**src/rtl/edo_out_pkg.sv**
```systemverilog
package edo_out_pkg;

  // Strobes from the control to the datapath, one set per sampling clock.
  typedef struct packed {
    logic load;   // capture the array word into the output latch
    logic drive;  // registered tri-state enable for the next cycle
  } outStrobe_t;

endpackage

```
**src/rtl/edoOutCtrl.sv**
```systemverilog
module edoOutCtrl
  import edo_out_pkg::*;
#(
  parameter int OFF_CYC = 3
) (
  input  logic       clk,
  input  logic       rstN,
  input  logic       edoMode,
  input  logic       rasN,
  input  logic       casN,
  input  logic       oeN,
  input  logic       weN,
  output outStrobe_t stb
);

  localparam int CNT_W = (OFF_CYC < 2) ? 1 : $clog2(OFF_CYC + 1);
  localparam logic [CNT_W-1:0] LAST_CNT = CNT_W'(OFF_CYC - 1);

  logic             casQ;
  logic             oeQ;
  logic             armed;
  logic [CNT_W-1:0] offCnt;

  logic casFall;
  logic bothHigh;
  logic loadNow;
  logic offDone;
  logic oeMoved;
  logic armedNext;

  always_comb begin
    casFall   = casQ & ~casN;
    bothHigh  = rasN & casN;
    loadNow   = casFall & ~rasN & weN;
    offDone   = bothHigh & (offCnt == LAST_CNT);
    oeMoved   = oeN ^ oeQ;
    armedNext = armed;
    if (loadNow) begin
      armedNext = 1'b1;
    end else if (armed) begin
      if (!edoMode && casN)       armedNext = 1'b0; // fast-page float
      else if (casN && oeMoved)   armedNext = 1'b0; // OE change after CAS rise
      else if (casN && !weN)      armedNext = 1'b0; // WE pulse in CAS high time
      else if (offDone)           armedNext = 1'b0; // turn-off count expired
    end
    stb.load  = loadNow;
    stb.drive = armedNext & ~oeN & weN;
  end

  always_ff @(posedge clk) begin
    if (!rstN) begin
      casQ   <= 1'b1;
      oeQ    <= 1'b1;
      armed  <= 1'b0;
      offCnt <= '0;
    end else begin
      casQ  <= casN;
      oeQ   <= oeN;
      armed <= armedNext;
      if (!bothHigh)              offCnt <= '0;
      else if (offCnt != LAST_CNT) offCnt <= offCnt + 1'b1;
    end
  end

endmodule

```
**src/rtl/edoOutPath.sv**
```systemverilog
module edoOutPath
  import edo_out_pkg::*;
#(
  parameter int DATA_W = 16
) (
  input  logic              clk,
  input  logic              rstN,
  input  outStrobe_t        stb,
  input  logic [DATA_W-1:0] arrayData,
  output logic [DATA_W-1:0] dqOut,
  output logic              dqOe
);

  always_ff @(posedge clk) begin
    if (!rstN) begin
      dqOut <= '0;
      dqOe  <= 1'b0;
    end else begin
      if (stb.load) dqOut <= arrayData;
      dqOe <= stb.drive;
    end
  end

endmodule

```
**src/rtl/edoDataOut.sv**
```systemverilog
module edoDataOut
  import edo_out_pkg::*;
#(
  parameter int DATA_W  = 16,
  parameter int OFF_CYC = 3
) (
  input  logic              clk,
  input  logic              rstN,
  input  logic              edoMode,
  input  logic              rasN,
  input  logic              casN,
  input  logic              oeN,
  input  logic              weN,
  input  logic [DATA_W-1:0] arrayData,
  output logic [DATA_W-1:0] dqOut,
  output logic              dqOe
);

  outStrobe_t stb;

  edoOutCtrl #(.OFF_CYC(OFF_CYC)) uCtrl (
    .clk(clk), .rstN(rstN), .edoMode(edoMode),
    .rasN(rasN), .casN(casN), .oeN(oeN), .weN(weN),
    .stb(stb)
  );

  edoOutPath #(.DATA_W(DATA_W)) uPath (
    .clk(clk), .rstN(rstN), .stb(stb),
    .arrayData(arrayData), .dqOut(dqOut), .dqOe(dqOe)
  );

endmodule

```
**config.mk**
```make
export PLATFORM = sky130hd
export DESIGN_NAME = edoDataOut
export DESIGN_NICKNAME = d
export VERILOG_FILES = /design/src/rtl/edo_out_pkg.sv /design/src/rtl/edoOutCtrl.sv /design/src/rtl/edoOutPath.sv /design/src/rtl/edoDataOut.sv
export SDC_FILE = /design/constraint.sdc
export NUM_CORES = 1
export LEC_CHECK = 0
export BUFFER_PORTS_ARGS = -buffer_cell sky130_fd_sc_hd__buf_2
export CAP_MARGIN = 20
export CORE_MARGIN = 8
export CORE_UTILIZATION = 40
export CTS_CLUSTER_SIZE = 14
export DETAILED_ROUTE_END_ITERATION = 10
export HOLD_SLACK_MARGIN = 0.12
export PLACE_DENSITY_LB_ADDON = 0.15
export RECOVER_POWER = 100
export SYNTH_ARGS = -nofsm -noshare
export SYNTH_HDL_FRONTEND = slang
export SYNTH_SLANG_ARGS = --single-unit
```
**constraint.sdc**
```tcl
create_clock -name clk -period 1.1 [get_ports clk]
set_input_delay 0.22 -clock clk [delete_from_list [all_inputs] [get_ports clk]]
set_output_delay 0.22 -clock clk [all_outputs]
set_load 0.01 [all_outputs]
```
## Word-level counts from Yosys, hierarchy flattened

Cells that the tools add are included.

- $add $sub $neg: 1
- Equal/unequal tests: 2
- Mux-type cells: 6
- Bitwise gates (word level): 11
- Reduce and logical (&&, ||, !) cells: 6

Operators with widths:

| kind | count |
|---|---|
| bitwise AND 1 bit | 7 |
| two-way mux 1 bit | 6 |
| logical AND 1 bit | 3 |
| inverter 1 bit | 3 |
| adder 2 x 1 -> 2 bit, second input constant | 1 |
| == test 2 bit, second input constant | 1 |
| zero test 1 bit | 2 |
| inequality test 2 bit, second input constant | 1 |
| AND reduction 2 bit | 1 |
| XOR 1 bit | 1 |

- Register bits: 22
- Output and inout port bits: 17
- Word-level logic and storage cells: 32

## Depth between registers and ports, before layout

Gate-level depths: netlist of run 1.

- Depth in word-level cells: 10
- Mapped depth: 5

## By module

A second synthesis of run 1 with hierarchy kept.

- Cell total of the unflattened synthesis: 81
- Area total of the unflattened synthesis: 890.9 µm²

Modules (own cells, without submodules):

| module | instances | cells an instance | area an instance (µm²) | sequential area each (µm²) |
|---|---|---|---|---|
| edoOutPath | 1 | 53 | 641.9 | 340.3 |
| edoOutCtrl | 1 | 28 | 249.0 | 100.1 |

## Worst setup path after synthesis of run 1

No wires, ideal clock.

- Kind: register to register
- Start point: reg uCtrl.offCnt[0]
- End point: reg uPath.dqOe
- Setup time: 96 ps
- Arrival time: 1046 ps
- Setup slack: -42 ps
- Cell stages (with the launch flop): 6
- Cells stage by stage: dfxtp_1 -> inv_1 -> ha_1 -> a21boi_0 -> o22ai_1 -> nor4b_1

- Word-level cells in the longest chain between the ends: 10

RTL lines:

| what | line | RTL |
|---|---|---|
| start, declared | edoOutCtrl.sv:22 | `logic [CNT_W-1:0] offCnt;` |
| start signal, assigned | edoOutCtrl.sv:61 | `else if (offCnt != LAST_CNT) offCnt <= offCnt + 1'b1;` |
| == test 2 bit | edoOutCtrl.sv:35 | `offDone = bothHigh & (offCnt == LAST_CNT);` |
| bitwise AND 1 bit | edoOutCtrl.sv:35 |  |
| two-way mux 1 bit | edoOutCtrl.sv:44 | `else if (offDone) armedNext = 1'b0;` |
| two-way mux 1 bit | edoOutCtrl.sv:43 | `else if (casN && !weN) armedNext = 1'b0;` |
| two-way mux 1 bit | edoOutCtrl.sv:42 | `else if (casN && oeMoved) armedNext = 1'b0;` |
| two-way mux 1 bit | edoOutCtrl.sv:41 | `if (!edoMode && casN) armedNext = 1'b0;` |
| two-way mux 1 bit | edoOutCtrl.sv:40 | `end else if (armed) begin` |
| two-way mux 1 bit | edoOutCtrl.sv:38 | `if (loadNow) begin` |
| bitwise AND 1 bit (2 in series) | edoOutCtrl.sv:47 | `stb.drive = armedNext & ~oeN & weN;` |
| end signal, assigned | edoOutPath.sv:20 | `dqOe <= stb.drive;` |
| end, declared | edoOutPath.sv:11 | `output logic dqOe` |

Every way passes these cells.
A chain may end at the register's enable or synchronous reset.

## Worst setup path after layout of run 1

- Start point: reg uCtrl.casQ
- End point: reg uPath.dqOut[12]

- Word-level cells in the longest chain between the ends: 3

RTL lines:

| what | line | RTL |
|---|---|---|
| start, declared | edoOutCtrl.sv:19 | `logic casQ;` |
| start signal, assigned | edoOutCtrl.sv:57 | `casQ <= casN;` |
| bitwise AND 1 bit | edoOutCtrl.sv:32 | `casFall = casQ & ~casN;` |
| bitwise AND 1 bit (2 in series) | edoOutCtrl.sv:34 | `loadNow = casFall & ~rasN & weN;` |
| end signal, assigned | edoOutPath.sv:19 | `if (stb.load) dqOut <= arrayData;` |
| end, declared | edoOutPath.sv:10 | `output logic [DATA_W-1:0] dqOut,` |

Every way passes these cells.

==> results of run 1 <==
registers in the layout, indices dropped and copies added (netlist names):
name	count
uCtrl.offCnt	2
uPath.dqOut	16
uPath.dqOe	1
uCtrl.oeQ	1
uCtrl.casQ	1
uCtrl.armed	1
metrics by stage:
stage	instance area, sq um	util [%]	hold slack [ns]	instances	setup slack, ns
floorplan	906	-	0.315	97	0.0368
global placement	1140	52.7	0.447	164	-0.0349
detailed placement	1140	52.7	0.454	164	-0.0647
CTS	1220	56.1	0.121	169	-0.0279
global route	1310	60.6	0.120	175	-0.0695
finish	1310	60.6	0.134	175	0.0161
power groups by stage:
stage / clock network, mW / registers [mW] / logic, mW
after floorplan: 0 / 0.857 / 0.0814
after global placement: 0 / 0.848 / 0.164
after CTS: 0.644 / 0.833 / 0.172
after global routing: 0.668 / 0.836 / 0.223
final: 0.620 / 0.833 / 0.202
after detailed placement: 0 / 0.849 / 0.167
metal layers:
layer,GRT usage (%),part of all wire (%)
met1,10.5,40
met3,3.71,5.8
met4,5.01,0.73
met5,0,0
met2,18.5,53
worst paths after layout:
kind	end	cells past startpoint
setup reg to reg	uPath.dqOut[12]	4
setup / recovery	uPath.dqOut[12]	4
hold / removal	uPath.dqOut[7]	3
hold reg to reg	uPath.dqOut[15]	2
cells in the mapped netlist (2+ instances only):
cell type / instances / area, sq um
nand2_1: 33 / 124
a21boi_0: 7 / 52.6
a21boi_2: 10 / 113
dfxtp_1: 22 / 440
nor2_1: 3 / 11.3
inv_1: 3 / 11.3
clkbuf_1: 2 / 7.51
worst reg2reg max path, cell delays in order (launching register included):
cell	delay, ns
dfxtp_2	0.36
nor4bb_4	0.29
buf_6	0.19
nand2_2	0.06
a21boi_2	0.12
kinds of logic after synthesis:
| logic type | after synthesis | share of synthesized area (%) |
|---|---|---|
| and+or+nand+nor | 43 | 21.5 |
| adders and majority gates | 1 | 1.38 |
| xor gates and xnor gates | 2 | 1.94 |
| DFF | 22 | 48.8 |
| buffers and inverters | 9 | 6.23 |
| AOI/OAI and AO/OA | 20 | 20.2 |
timing repair:
action / 4_1_cts / 5_1_grt
gates cloned: 0 / 1
endpoints found under the hold margin: 1 / 4
resized for setup: 4 / 25
endpoints found under the setup margin: 7 / 18
setup buffers: 0 / 1
hold buffers: 1 / 4
pin swaps: 0 / 8
layout make-up:
| type | instances | area [sq um] | area share, % |
|---|---|---|---|
| Multi-Input combinational cell | 66 | 472 | 35.9 |
| Sequential cell | 22 | 443 | 33.7 |
| Timing Repair Buffer | 52 | 300 | 22.9 |
| Tap cell | 28 | 35.0 | 2.67 |
| Clock inverter | 1 | 30.0 | 2.29 |
| Clock buffer | 3 | 22.5 | 1.71 |
| Inverter | 3 | 11.3 | 0.857 |
==> impl_results.md, run 1 <==
* Status: complete, no violations
* Req. time, crit path at approximately 1.4 ns
* Delay-heaviest family, CP: flip-flops
* Main flop type after synthesis: dfxtp_1
* Slew Limit Headroom at 78.5%
* Syn avg cell area at a little over 9 sq um
* DRT Pass-1 Iters at 2
* Vias post-DR at between 800 and 900
* Congestion Overflow GR at 0
* Syn. warnings at 0
* Sequential share of power at 50.3%
* Port bufs at 39
* N_diodes at 0
* Final setup viols at 0
* Switching Share at 21.5%
* First-pass GRT wire length at 3.53 mm
* Worst-Margin Slew at 0.322 ns
* Syn nets at 121
* Hpwl dp at 1.53 mm
* Crit-path max cell delay at around 0.36 ns
* Most frequent cells in the layout: nand2_1, buf_2, dfxtp_1
* Initial Utilization at 41.6%
* WP buf/inv at 1
* IO Pins at 40
* RSZ-0062 raised after global routing: yes
* Total CTS buffers at 3
* Setup Crit Path Kind: reg -> reg
* Largest net degree at the start of global routing at 17
* CTS clk-pin slew, worst paths at between 0.1 and 0.15 ns
* Crit path from: uCtrl.casQ
* Final Slew Violations at 0
* Worst endpoint data arrival time at around 1.3 ns
* Hold Path Origin: arrayData[7]
* Post-DRT Antenna Nets at 0
* CTS sink count at 22
* Max Fclk at around 0.92 GHz
* Clk buf depth at 2
* Vias in the first global route at 824
* Power Density at 1260 nW/um^2
* Tcrit/Tclk final at between 90% and 100%
* Internal at 1.30 mW
* Leak Pwr at 0.548 nW
* Final wirelength at between 2 and 2.5 mm
* #FFs+latches synth at 22
* Worst vdd ir at 0.729 mV
* Final clock skew at 0.00807 ns
* Reg2reg start: uCtrl.casQ
* Initial drt markers at 9
* Initial antenna violation count at 0
* Layout net count at 172
* CP endpoint kind: register
* Mapped Area at 903 sq um
* Post-route DRC violation count at 0
* TritonCTS clock tree: done
* Die height at 63.5 um
* Psw at around 360 uW
* Layout cells sized above 1 at 45.6%
* Core area at 2170 sq um
* Clk Latency, worst-skew pair at 0.31 ns
* Hold Crit Class: in -> reg
* CP startpoint kind: register
* Slowest CP cell: dfxtp_2
* Die area at just over 4000 sq um
* Post-Syn Instances at 97
* Max-cap violations at 0
* Layout Area Growth over Synthesis at 45.4%
* Yosys cell types at 24
* Power Total at ~1.7 mW
* Die width at between 60 and 70 um
* Row Count at 17
* Comb pwr share at 12.2%
* Wire per inst at 12.5 um
* Root Buffer: clkbuf_4
* Clock power frac at 37.4%
* Post-synth ARST share at 0%
* Min Tclk post-route at between 1 and 1.5 ns
* Register area share after synthesis at approximately 50%
* Commonest non-fill, non-tap cell in the layout: nand2_1
* Final Hold Viols at 0
* Number of H-tree levels at 1
* R2R Setup Slk at between 0.015 and 0.02 ns
* Number of synthesized flops with an enable pin at 0
* Fill cell count at 216
* Critical Path, Cell by Cell: nor4bb_4 > buf_6 > nand2_2 > a21boi_2
* Setup tns final at 0 ns
* Vias/cell at 4.59
* Critical-path maximum fanout at 8
* Final RePlAce weighted congestion at 0.720
* All-layer global routing usage at about a tenth
Note: power is estimated with default switching activity, not from simulation.
==> run 2, diff against run 1 <==
Settings changed: CAP_MARGIN 20 to unset, PLACE_DENSITY set to 0.7, PLACE_DENSITY_LB_ADDON 0.15 to unset.
==> run 2 against run 1 <==
Final cell count shrank 1.1%; wire length down 8.3%; non-clock buffer count fell by 2; critical path type unchanged; largest cell class unchanged.
==> impl_results.md, run 2 (synthesis gave the netlist of run 1 again) <==
* Status: complete, no violations
* Hold Path Origin: arrayData[8]
* Power Density at 1140 nW/um^2 (-9.5%)
* Switching Share at 22.3% (+0.83 points)
* Leak Pwr at 0.562 nW (+2.6%)
* CTS clk-pin slew, worst paths at 0.12 ns (about the same)
* Psw at 324 uW (-8.9%)
* Clk Latency, worst-skew pair at 0.30 ns (about the same)
* Req. time, crit path at 1.32 ns (-0.03 ns)
* Comb pwr share at 13.1% (+0.9 points)
* Hold Crit Class: in -> reg
* First-pass GRT wire length at 3.21 mm (-9.0%)
* Final wirelength at 2.00 mm (-8.3%)
* Die area at 4030 sq um (unchanged)
* All-layer global routing usage at 9.73% (-0.70 points)
* Initial antenna violation count at 0 (unchanged)
* Layout cells sized above 1 at 46.9% (+1.3 points)
* Max Fclk at 0.938 GHz (+1.7%)
* Sequential share of power at 57.3% (+7.0 points)
* Internal at 1.13 mW (-13%)
* Vias in the first global route at 777 (-5.7%)
* Vias/cell at 4.68 (+1.9%)
* Post-DRT Antenna Nets at 0 (unchanged)
* Port bufs at 39 (unchanged)
* Largest Register: uPath.dqOut
* Final Hold Viols at 0 (unchanged)
* Min Tclk post-route at 1.07 ns (-0.0181 ns)
* Die width at 63.5 um (unchanged)
* DRT Pass-1 Iters at 5 (+3)
* Congestion Overflow GR at 0 (unchanged)
* Worst vdd ir at 0.866 mV (+19%)
* Worst-Margin Slew at 0.282 ns (-0.0396 ns)
* Initial Utilization at 41.6% (unchanged)
* Final setup viols at 0 (unchanged)
* Final Slew Violations at 0 (unchanged)
* Slew Limit Headroom at 81.1% (+2.6 points)
* Critical-path maximum fanout at 2 (-6)
* Max reg flops at 16 (unchanged)
* Vias post-DR at 810 (+0.75%)
* Total CTS buffers at 3 (unchanged)
* Tcrit/Tclk final at 96.9% (-1.6 points)
* Finished Layout Cells at 173 (-1.1%)
* Post-route DRC violation count at 0 (unchanged)
* CP startpoint kind: register
* Largest registers: uPath.dqOut (16), uCtrl.offCnt (2)
* Setup tns final at 0 ns (unchanged)
* Worst endpoint data arrival time at 1.29 ns (-0.04 ns)
* Post-DP Area at 1150 sq um (+0.66%)
* TritonCTS clock tree: done
* Setup Crit Path Kind: reg -> reg
* Core area at 2170 sq um (unchanged)
* Crit path from: uCtrl.offCnt[0]
* Fill cell count at 211 (-2.3%)
* Final clock skew at 0.00154 ns (-0.00653 ns)
* Reg2reg start: uCtrl.offCnt[0]
* Hpwl dp at 1.56 mm (+2.1%)
* Layout net count at 170 (-1.2%)
* Final RePlAce weighted congestion at 0.730 (+1.4%)
* RSZ-0062 raised after global routing: yes
* Root Buffer: clkbuf_4
* Post-CTS setup buffers at 0 (unchanged)
* Slowest CP cell: dfxtp_2
* Die height at 63.5 um (unchanged)
* Final Util at 58.7% (-1.8 points)
* Crit-path max cell delay at 0.35 ns (about the same)
* CTS sink count at 22 (unchanged)
* CP endpoint kind: register
* Clock power frac at 29.5% (-7.9 points)
* IO Pins at 40 (unchanged)
* Layout Area Growth over Synthesis at 41.0%
* Largest net degree at the start of global routing at 20 (+3)
* N_diodes at 0 (unchanged)
* Cells after DPL at 165 (+0.61%)
* Post-route cell area at 1270 sq um (-3.0%)
* Max-cap violations at 0 (unchanged)
* Commonest non-fill, non-tap cell in the layout: buf_2
* Number of H-tree levels at 1 (unchanged)
* Wire per inst at 11.5 um (-7.2%)
* Initial drt markers at 15 (+6)
* Clk buf depth at 2 (unchanged)
* Row Count at 17 (unchanged)
* Most frequent cells in the layout: buf_2, nand2_1, dfxtp_1
* Critical Path, Cell by Cell: inv_2 > ha_4 > a21boi_2 > o22ai_2 > nor4b_2
run 2: cell count changes in the layout (fill, tap and decap cells not counted), sizes merged:
cell,before,now
bufinv,1,0
buf,30,42
clkbuf,20,8
dlygate4sd3,5,4
run 2: final cells by class:
| class | count | area, sq um | share of cell area (%) |
|---|---|---|---|
| inverters | 3 | 11.3 | 0.884 |
| well taps | 28 | 35.0 | 2.75 |
| multi-input cells | 66 | 462 | 36.2 |
| repair buffers | 50 | 287 | 22.5 |
| flip-flops and latches | 22 | 443 | 34.8 |
| clock buffers | 4 | 36.3 | 2.85 |
run 2: power by group through the flow:
stage	combinational (mW)	sequential (mW)	clock, mW
2_1_floorplan	0.0814	0.857	0
3_3_place_gp	0.165	0.848	0
3_5_place_dp	0.168	0.849	0
4_1_cts	0.176	0.832	0.451
5_1_grt	0.208	0.836	0.498
6_report	0.190	0.833	0.429
run 2: critical path, delay by kind of cell, from the launching register on:
family / cells / cell delay [ns]
DFF: 1 / 0.35
buffers and inverters: 1 / 0.04
AOI/OAI and AO/OA: 2 / 0.24
and+or+nand+nor: 1 / 0.20
adders and majority gates: 1 / 0.15
run 2: worst paths after layout:
kind	endpoint	slack [ns]	cells after the start
setup / recovery	uPath.dqOe	0.03	5
setup reg to reg	uPath.dqOe	0.03	5
hold / removal	uPath.dqOut[8]	0.15	3
hold reg to reg	uPath.dqOut[15]	0.46	2
run 2: what timing repair did:
action / in CTS / in global routing
hold buffers: 1 / 3
hold endpoints to repair: 1 / 3
pin swaps: 4 / 1
resized for setup: 4 / 14
endpoints found under the setup margin: 5 / 18
run 2: through the flow:
| step | setup slack [ns] | total power [mW] | hold slack [ns] |
|---|---|---|---|
| finish | 0.0342 | 1.45 | 0.147 |
| global route | -0.0261 | 1.54 | 0.121 |
| CTS | -0.0520 | 1.46 | 0.138 |
| detailed placement | -0.0974 | 1.02 | 0.441 |
| global placement | -0.0221 | 1.01 | 0.439 |
| floorplan | 0.0368 | 0.938 | 0.315 |
run 2: per-layer routing:
layer / track usage, % / routed length [um] / up-vias
li1: - / - / 413
met1: 8.80 / 786 / 367
met2: 16.5 / 957 / 28
met3: 6.18 / 241 / 2
met4: 5.01 / 13 / 0
met5: 0 / 0 / -
